<file path="config.mk">
export PLATFORM = sky130hd
export DESIGN_NAME = addr_char_fifo
export DESIGN_NICKNAME = d
export VERILOG_FILES = /design/src/rtl/addr_char_fifo_pkg.sv /design/src/rtl/acf_mem.sv /design/src/rtl/acf_select.sv /design/src/rtl/acf_flags.sv /design/src/rtl/addr_char_fifo.sv
export SDC_FILE = /design/constraint.sdc
export NUM_CORES = 2
export LEC_CHECK = 0
export BUFFER_PORTS_ARGS = -buffer_cell sky130_fd_sc_hd__buf_4
export CELL_PAD_IN_SITES_DETAIL_PLACEMENT = 0
export CELL_PAD_IN_SITES_GLOBAL_PLACEMENT = 2
export CORE_MARGIN = 3
export CORE_UTILIZATION = 41
export DETAILED_ROUTE_END_ITERATION = 10
export HOLD_SLACK_MARGIN = 0.1
export MAX_ROUTING_LAYER = met4
export PLACE_DENSITY = 0.72
export SYNTH_ARGS = -nofsm -noshare
export SYNTH_HDL_FRONTEND = slang
export SYNTH_SLANG_ARGS = --single-unit
</file>
<file path="constraint.sdc">
create_clock -name clk -period 8.4 [get_ports clk]
set_clock_uncertainty 0.2 [all_clocks]
set_input_delay 0.42 -clock clk [delete_from_list [all_inputs] [get_ports clk]]
set_output_delay 0.42 -clock clk [all_outputs]
set_load 0.02 [all_outputs]
</file>
<file path="src/rtl/addr_char_fifo_pkg.sv">
package addr_char_fifo_pkg;
  // Converts between an internal active-high level and a mode-dependent pin level.
  // The conversion is the same in both directions.
  function automatic logic apply_pol(input logic lvl, input logic casc);
    return casc ? lvl : ~lvl;
  endfunction
endpackage

</file>
<file path="src/rtl/acf_mem.sv">
module acf_mem #(
  parameter int WIDTH = 12,
  parameter int DEPTH = 256,
  localparam int AW = $clog2(DEPTH)
) (
  input  logic             clk,
  input  logic             rst,
  input  logic             we,
  input  logic [AW-1:0]    waddr,
  input  logic [WIDTH-1:0] wdata,
  input  logic             re,
  input  logic [AW-1:0]    raddr,
  output logic [WIDTH-1:0] rdata
);
  logic [WIDTH-1:0] store [DEPTH];

  always_ff @(posedge clk) begin
    if (we) store[waddr] <= wdata;
  end

  // The output register has a synchronous reset.
  always_ff @(posedge clk) begin
    if (rst)     rdata <= '0;
    else if (re) rdata <= store[raddr];
  end
endmodule

</file>
<file path="src/rtl/acf_select.sv">
module acf_select #(
  parameter bit NEED_ARM = 1'b0
) (
  input  logic clk,
  input  logic rst,
  input  logic addr_n,
  input  logic en_act,
  output logic go,
  output logic sel_q
);
  generate
    if (NEED_ARM) begin : g_armed
      // The port is armed by an address match seen while the enable is idle.
      logic arm_q;
      assign go = en_act & (arm_q | sel_q);
      always_ff @(posedge clk) begin
        if (rst) arm_q <= 1'b0;
        else     arm_q <= ~en_act & ~addr_n;
      end
    end else begin : g_direct
      // Selection takes effect on the same edge as the address match.
      assign go = en_act & (~addr_n | sel_q);
    end
  endgenerate

  always_ff @(posedge clk) begin
    if (rst) sel_q <= 1'b0;
    else     sel_q <= go;
  end
endmodule

</file>
<file path="src/rtl/acf_flags.sv">
module acf_flags #(
  parameter int DEPTH = 256,
  localparam int CW   = $clog2(DEPTH + 1),
  localparam int HALF = DEPTH / 2
) (
  input  logic          clk,
  input  logic          rst,
  input  logic          casc_mode,
  input  logic          addr_n,
  input  logic [CW-1:0] occ_n,
  input  logic          hold_n,
  output logic          full_pin,
  output logic          half_n_pin,
  output logic          empty_pin,
  output logic          flag_oe
);
  import addr_char_fifo_pkg::*;

  logic full_l, half_l, empty_l;

  always_comb begin
    full_l  = hold_n | (occ_n == CW'(DEPTH));
    half_l  = hold_n | (occ_n >= CW'(HALF));
    empty_l = ~hold_n & (occ_n == '0);
  end

  always_ff @(posedge clk) begin
    if (rst) begin
      full_pin   <= apply_pol(1'b0, casc_mode);
      half_n_pin <= 1'b1;
      empty_pin  <= apply_pol(1'b1, casc_mode);
      flag_oe    <= 1'b0;
    end else begin
      full_pin   <= apply_pol(full_l, casc_mode);
      half_n_pin <= ~half_l;
      empty_pin  <= apply_pol(empty_l, casc_mode);
      flag_oe    <= ~addr_n;
    end
  end
endmodule

</file>
<file path="src/rtl/addr_char_fifo.sv">
module addr_char_fifo #(
  parameter int DEPTH = 256,
  parameter int WIDTH = 12
) (
  input  logic             clk,
  input  logic             rst,
  input  logic             casc_mode,
  input  logic             addr_n,
  input  logic             wr_en_pin,
  input  logic [WIDTH-1:0] wr_data,
  input  logic             rd_en_pin,
  input  logic             flush_req,
  output logic [WIDTH-1:0] rd_data,
  output logic             full_pin,
  output logic             half_n_pin,
  output logic             empty_pin,
  output logic             flag_oe
);
  import addr_char_fifo_pkg::*;

  localparam int AW = $clog2(DEPTH);
  localparam int CW = $clog2(DEPTH + 1);

  logic          wr_act, rd_act;
  logic          wr_go, rd_go, wr_sel_q, rd_sel_q;
  logic          flush_ok, hold_q, hold_n;
  logic          push_do, pop_do;
  logic [CW-1:0] occ, occ_n;
  logic [AW-1:0] wptr, rptr;

  assign wr_act = apply_pol(wr_en_pin, casc_mode);
  assign rd_act = apply_pol(rd_en_pin, casc_mode);

  acf_select #(.NEED_ARM(1'b0)) u_wsel (
    .clk(clk), .rst(rst), .addr_n(addr_n), .en_act(wr_act),
    .go(wr_go), .sel_q(wr_sel_q)
  );

  acf_select #(.NEED_ARM(1'b1)) u_rsel (
    .clk(clk), .rst(rst), .addr_n(addr_n), .en_act(rd_act),
    .go(rd_go), .sel_q(rd_sel_q)
  );

  always_comb begin
    flush_ok = flush_req & ~addr_n & ~wr_act;
    hold_n   = flush_ok | (hold_q & flush_req);
    push_do  = wr_go & (occ != CW'(DEPTH)) & ~hold_q & ~flush_ok;
    pop_do   = rd_go & (occ != '0) & ~hold_q & ~flush_ok;
    if (flush_ok) occ_n = '0;
    else          occ_n = occ + CW'(push_do) - CW'(pop_do);
  end

  always_ff @(posedge clk) begin
    if (rst) begin
      occ    <= '0;
      hold_q <= 1'b0;
      wptr   <= '0;
      rptr   <= '0;
    end else begin
      occ    <= occ_n;
      hold_q <= hold_n;
      if (flush_ok) begin
        wptr <= '0;
        rptr <= '0;
      end else begin
        if (push_do) wptr <= (wptr == AW'(DEPTH - 1)) ? '0 : wptr + 1'b1;
        if (pop_do)  rptr <= (rptr == AW'(DEPTH - 1)) ? '0 : rptr + 1'b1;
      end
    end
  end

  acf_mem #(.WIDTH(WIDTH), .DEPTH(DEPTH)) u_mem (
    .clk(clk), .rst(rst), .we(push_do), .waddr(wptr), .wdata(wr_data),
    .re(pop_do), .raddr(rptr), .rdata(rd_data)
  );

  acf_flags #(.DEPTH(DEPTH)) u_flags (
    .clk(clk), .rst(rst), .casc_mode(casc_mode), .addr_n(addr_n),
    .occ_n(occ_n), .hold_n(hold_n),
    .full_pin(full_pin), .half_n_pin(half_n_pin), .empty_pin(empty_pin),
    .flag_oe(flag_oe)
  );
endmodule

</file>
==> flow_metrics.py <==
metrics = {
    "routing": {
        "drtIter0Drc": 8797,
        "first_pass_iters": 6,
        "vias": 62944,
        "detail_route.wl_per_cell_um": 34.2,
        "via_per_inst": 6.04,
        "wl_um": 356000,
        "drtAntennaViolNets": 0,
        "drc": 0,
    },
    "synth": {
        "synth.avg_cell_area_um2": 20.7,
        "synth_edf_count": 3072,
        "syn_inst": 5872,
        "yosys.area.top_type_share_pct": 75.9,
        "ys_seq_area_share_pct": 76.6,
        "synthArstFlopShare_pct": 0,
        "synth_largest_area_cell": "edfxtp_1",
        "syn_nets": 5909,
        "ys_warn_count": 0,
        "ys.flop_type": "edfxtp_1",
        "syn_area_mm2": 0.122,
        "synth_cell_types": 83,
        "synthTopCellsByArea": "edfxtp_1 76%, mux4_2 11%, mux2i_1 3.3%",
        "ys_seq_elements": 3117,
    },
    "sta": {
        "min_period_ps": 5360,
        "rsz0062_at_grt": "no",
        "final.period_utilization_pct": 63.8,
        "worstMarginPinSlew_ps": 1340,
        "setup_viol": 0,
        "whs_ps": 108,
        "finalMaxSlewViolations": 0,
        "fmax_mhz": 187,
        "hold_viol": 0,
        "slew_headroom_pct": 10.4,
        "setup_tns_ps": 0,
    },
    "global_routing": {
        "gr-usage-met3_pct": 3.66,
        "use_met2_pct": 35.9,
        "grt.total_usage_pct": 23.9,
        "grt_pass1_vias": 61325,
        "antenna_found_initial": 11,
        "grt_max_degree": 165,
        "use_met1_pct": 34.1,
        "grt-ovfl-total": 0,
        "grt_pass1_wl_um": 497000,
        "grt-busiest-layer": "met2",
    },
    "worst_setup_path": {
        "cp-end-kind": "register",
        "critPathArrivalTime_ps": 5940,
        "crit_path_start": "occ[6]",
        "reg2reg_from": "occ[6]",
        "cp_max_fo": 19,
        "worst_setup_path_start_kind": "register",
        "reg2reg_depth": 17,
        "path_class": "register to register",
        "critPathRequiredTime_ps": 8990,
        "reg2reg_slack_ps": 3040,
    },
    "cts": {
        "cts_tree": "built",
        "cts_buffer_depth": 4,
        "cts-root-buf": "clkbuf_16",
        "clk_latency_ps": 910,
        "cts_made_buffers": 326,
        "post_cts_buffers": 0,
        "clock_sinks": 3117,
        "path_clk_slew_ps": 60,
        "htree_levels": 5,
        "cts_resized": 0,
        "ctsHoldBuffers": 24,
    },
    "power": {
        "p_int_w": 0.0260,
        "leakagePower_nw": 41.7,
        "vdd_drop_max_uv": 160,
        "p_sw_w": 0.00694,
        "p_comb_share_pct": 4.3,
        "swShare_pct": 21.1,
        "cellPowerDensity_mw_per_mm2": 238,
        "power.share.clock_pct": 43.6,
        "power.share.sequential_pct": 52.1,
    },
    "floorplanning": {
        "die_w_um": 551,
        "rows": 199,
        "die_height_um": 551,
        "io_pins": 35,
        "die_area_mm2": 0.303,
        "initial_core_util_pct": 41.3,
        "core_area_mm2": 0.295,
    },
    "worst_hold_path": {
        "worstHoldPathType": "input pin to register",
        "hold_depth": 1,
        "min_from": "wr_data[0]",
    },
    "layout": {
        "multi_input_area_mm2": 0.0263,
        "regArea_mm2": 0.0932,
        "final_nets": 6275,
        "final_cell_mix": "3072 x edfxtp_1, 619 x mux4_2, 395 x mux2i_1",
        "stdcell_count": 10414,
        "final_common_cell": "edfxtp_1",
        "drive_gt1_share_pct": 23.7,
        "area_growth_pct": 13.7,
        "fill_cells": 24241,
    },
    "job": {
        "cap_violations": 0,
    },
    "place": {
        "place.gp.congestion": 0.905,
        "portBuffers": 34,
        "dpl.hpwl_um": 213000,
        "dp.cells": 9802,
    },
    "outcome": {
        "status": "finished clean",
    },
}
worst max-delay path, stage by stage (launching register included):
cell           delay, ps
dfxtp_1              310
inv_1                 90
ha_1                 140
nor4bb_1             490
nand2_1              120
o211a_1              570
ha_1                 470
inv_1                 40
ha_1                 200
fa_1                 440
a21oi_1              160
o21bai_1             120
a311oi_1             350
xor2_1               230
nand4_1              180
o41ai_1              440
xnor2_1              110
dlygate4sd3_1        570
Yosys cell counts (8+ instances only):
library cell / n
edfxtp_1: 3072
mux4_2: 619
mux2i_1: 395
nor2_1: 361
clkbuf_1: 154
nand2_1: 127
a21oi_1: 108
o221ai_1: 71
o22ai_1: 71
buf_2: 66
o21ai_0: 65
nand3_1: 60
buf_6: 53
a22oi_1: 47
dfxtp_1: 45
a221oi_1: 43
nor3_1: 33
a31oi_1: 32
a211oi_1: 28
mux2_2: 28
buf_4: 27
inv_1: 25
buf_1: 23
a221o_1: 22
buf_8: 20
and2_1: 18
ha_1: 17
nor2b_1: 16
a311oi_1: 15
xnor2_1: 14
a22o_1: 13
o211ai_1: 12
nand4_1: 11
a211o_1: 10
buf_12: 10
nand2b_1: 10
a21o_1: 8
a32oi_1: 8
and3_1: 8
xor2_1: 8
worst paths after layout:
check | end
setup / recovery | u_flags.full_pin
setup reg to reg | u_flags.full_pin
hold reg to reg | wptr[3]
hold / removal | u_mem.store[138][0]
layer usage:
metal | vias to the layer above | wire, um | share of wire, %
li1 | 25239 | - | -
met1 | 33998 | 149000 | 42
met2 | 3189 | 166000 | 47
met3 | 518 | 29600 | 8.3
met4 | 0 | 11800 | 3.3
met5 | - | 0 | 0
sequential cells by signal, indices dropped and copies added, names as in the netlist:
name and count:
hold_q 1, u_rsel.sel_q 1, u_wsel.sel_q 1, u_flags.flag_oe 1, u_flags.empty_pin 1, u_flags.half_n_pin 1
u_rsel.g_armed.arm_q 1, u_mem.store 3072, wptr 8, occ 9, rptr 8, u_flags.full_pin 1
u_mem.rdata 12
final cells by class:
type	count	area share, %
flip-flops and latches	3117	67.4
clock buffers	407	6.24
diodes	7	0.0127
clock inverters	171	1.35
inverters	28	0.0832
well taps	3919	3.55
repair buffers	391	2.39
multi-input cells	2374	19.0
metrics by stage:
stage | power, W | cell area (um2) | worst slack (ps) | util (%)
floorplan | 0.0183 | 122000 | 4100 | -
global placement | 0.0189 | 128000 | 3370 | 43.3
detailed placement | 0.0189 | 128000 | 3400 | 43.3
CTS | 0.0331 | 138000 | 3010 | 46.9
global route | 0.0338 | 138000 | 2770 | 46.9
finish | 0.0329 | 138000 | 3040 | 46.9
power groups by stage:
| stage | registers [W] | logic (W) | clock network [W] |
|---|---|---|---|
| finish | 0.0172 | 0.00141 | 0.0144 |
| global route | 0.0171 | 0.00150 | 0.0152 |
| CTS | 0.0172 | 0.00142 | 0.0145 |
| detailed placement | 0.0175 | 0.00141 | 0 |
| global placement | 0.0175 | 0.00140 | 0 |
| floorplan | 0.0175 | 0.000869 | 0 |
cell families after synthesis:
kind of cell,synth area share (%)
AO/OA/AOI/OAI,3.65
XOR/XNOR,0.158
adder cells (fa/ha/maj),0.191
buffers and inverters,1.97
flip-flops,76.6
multiplexers,15.0
AND/OR/NAND/NOR,2.37
(Power assumes the default switching activity.)
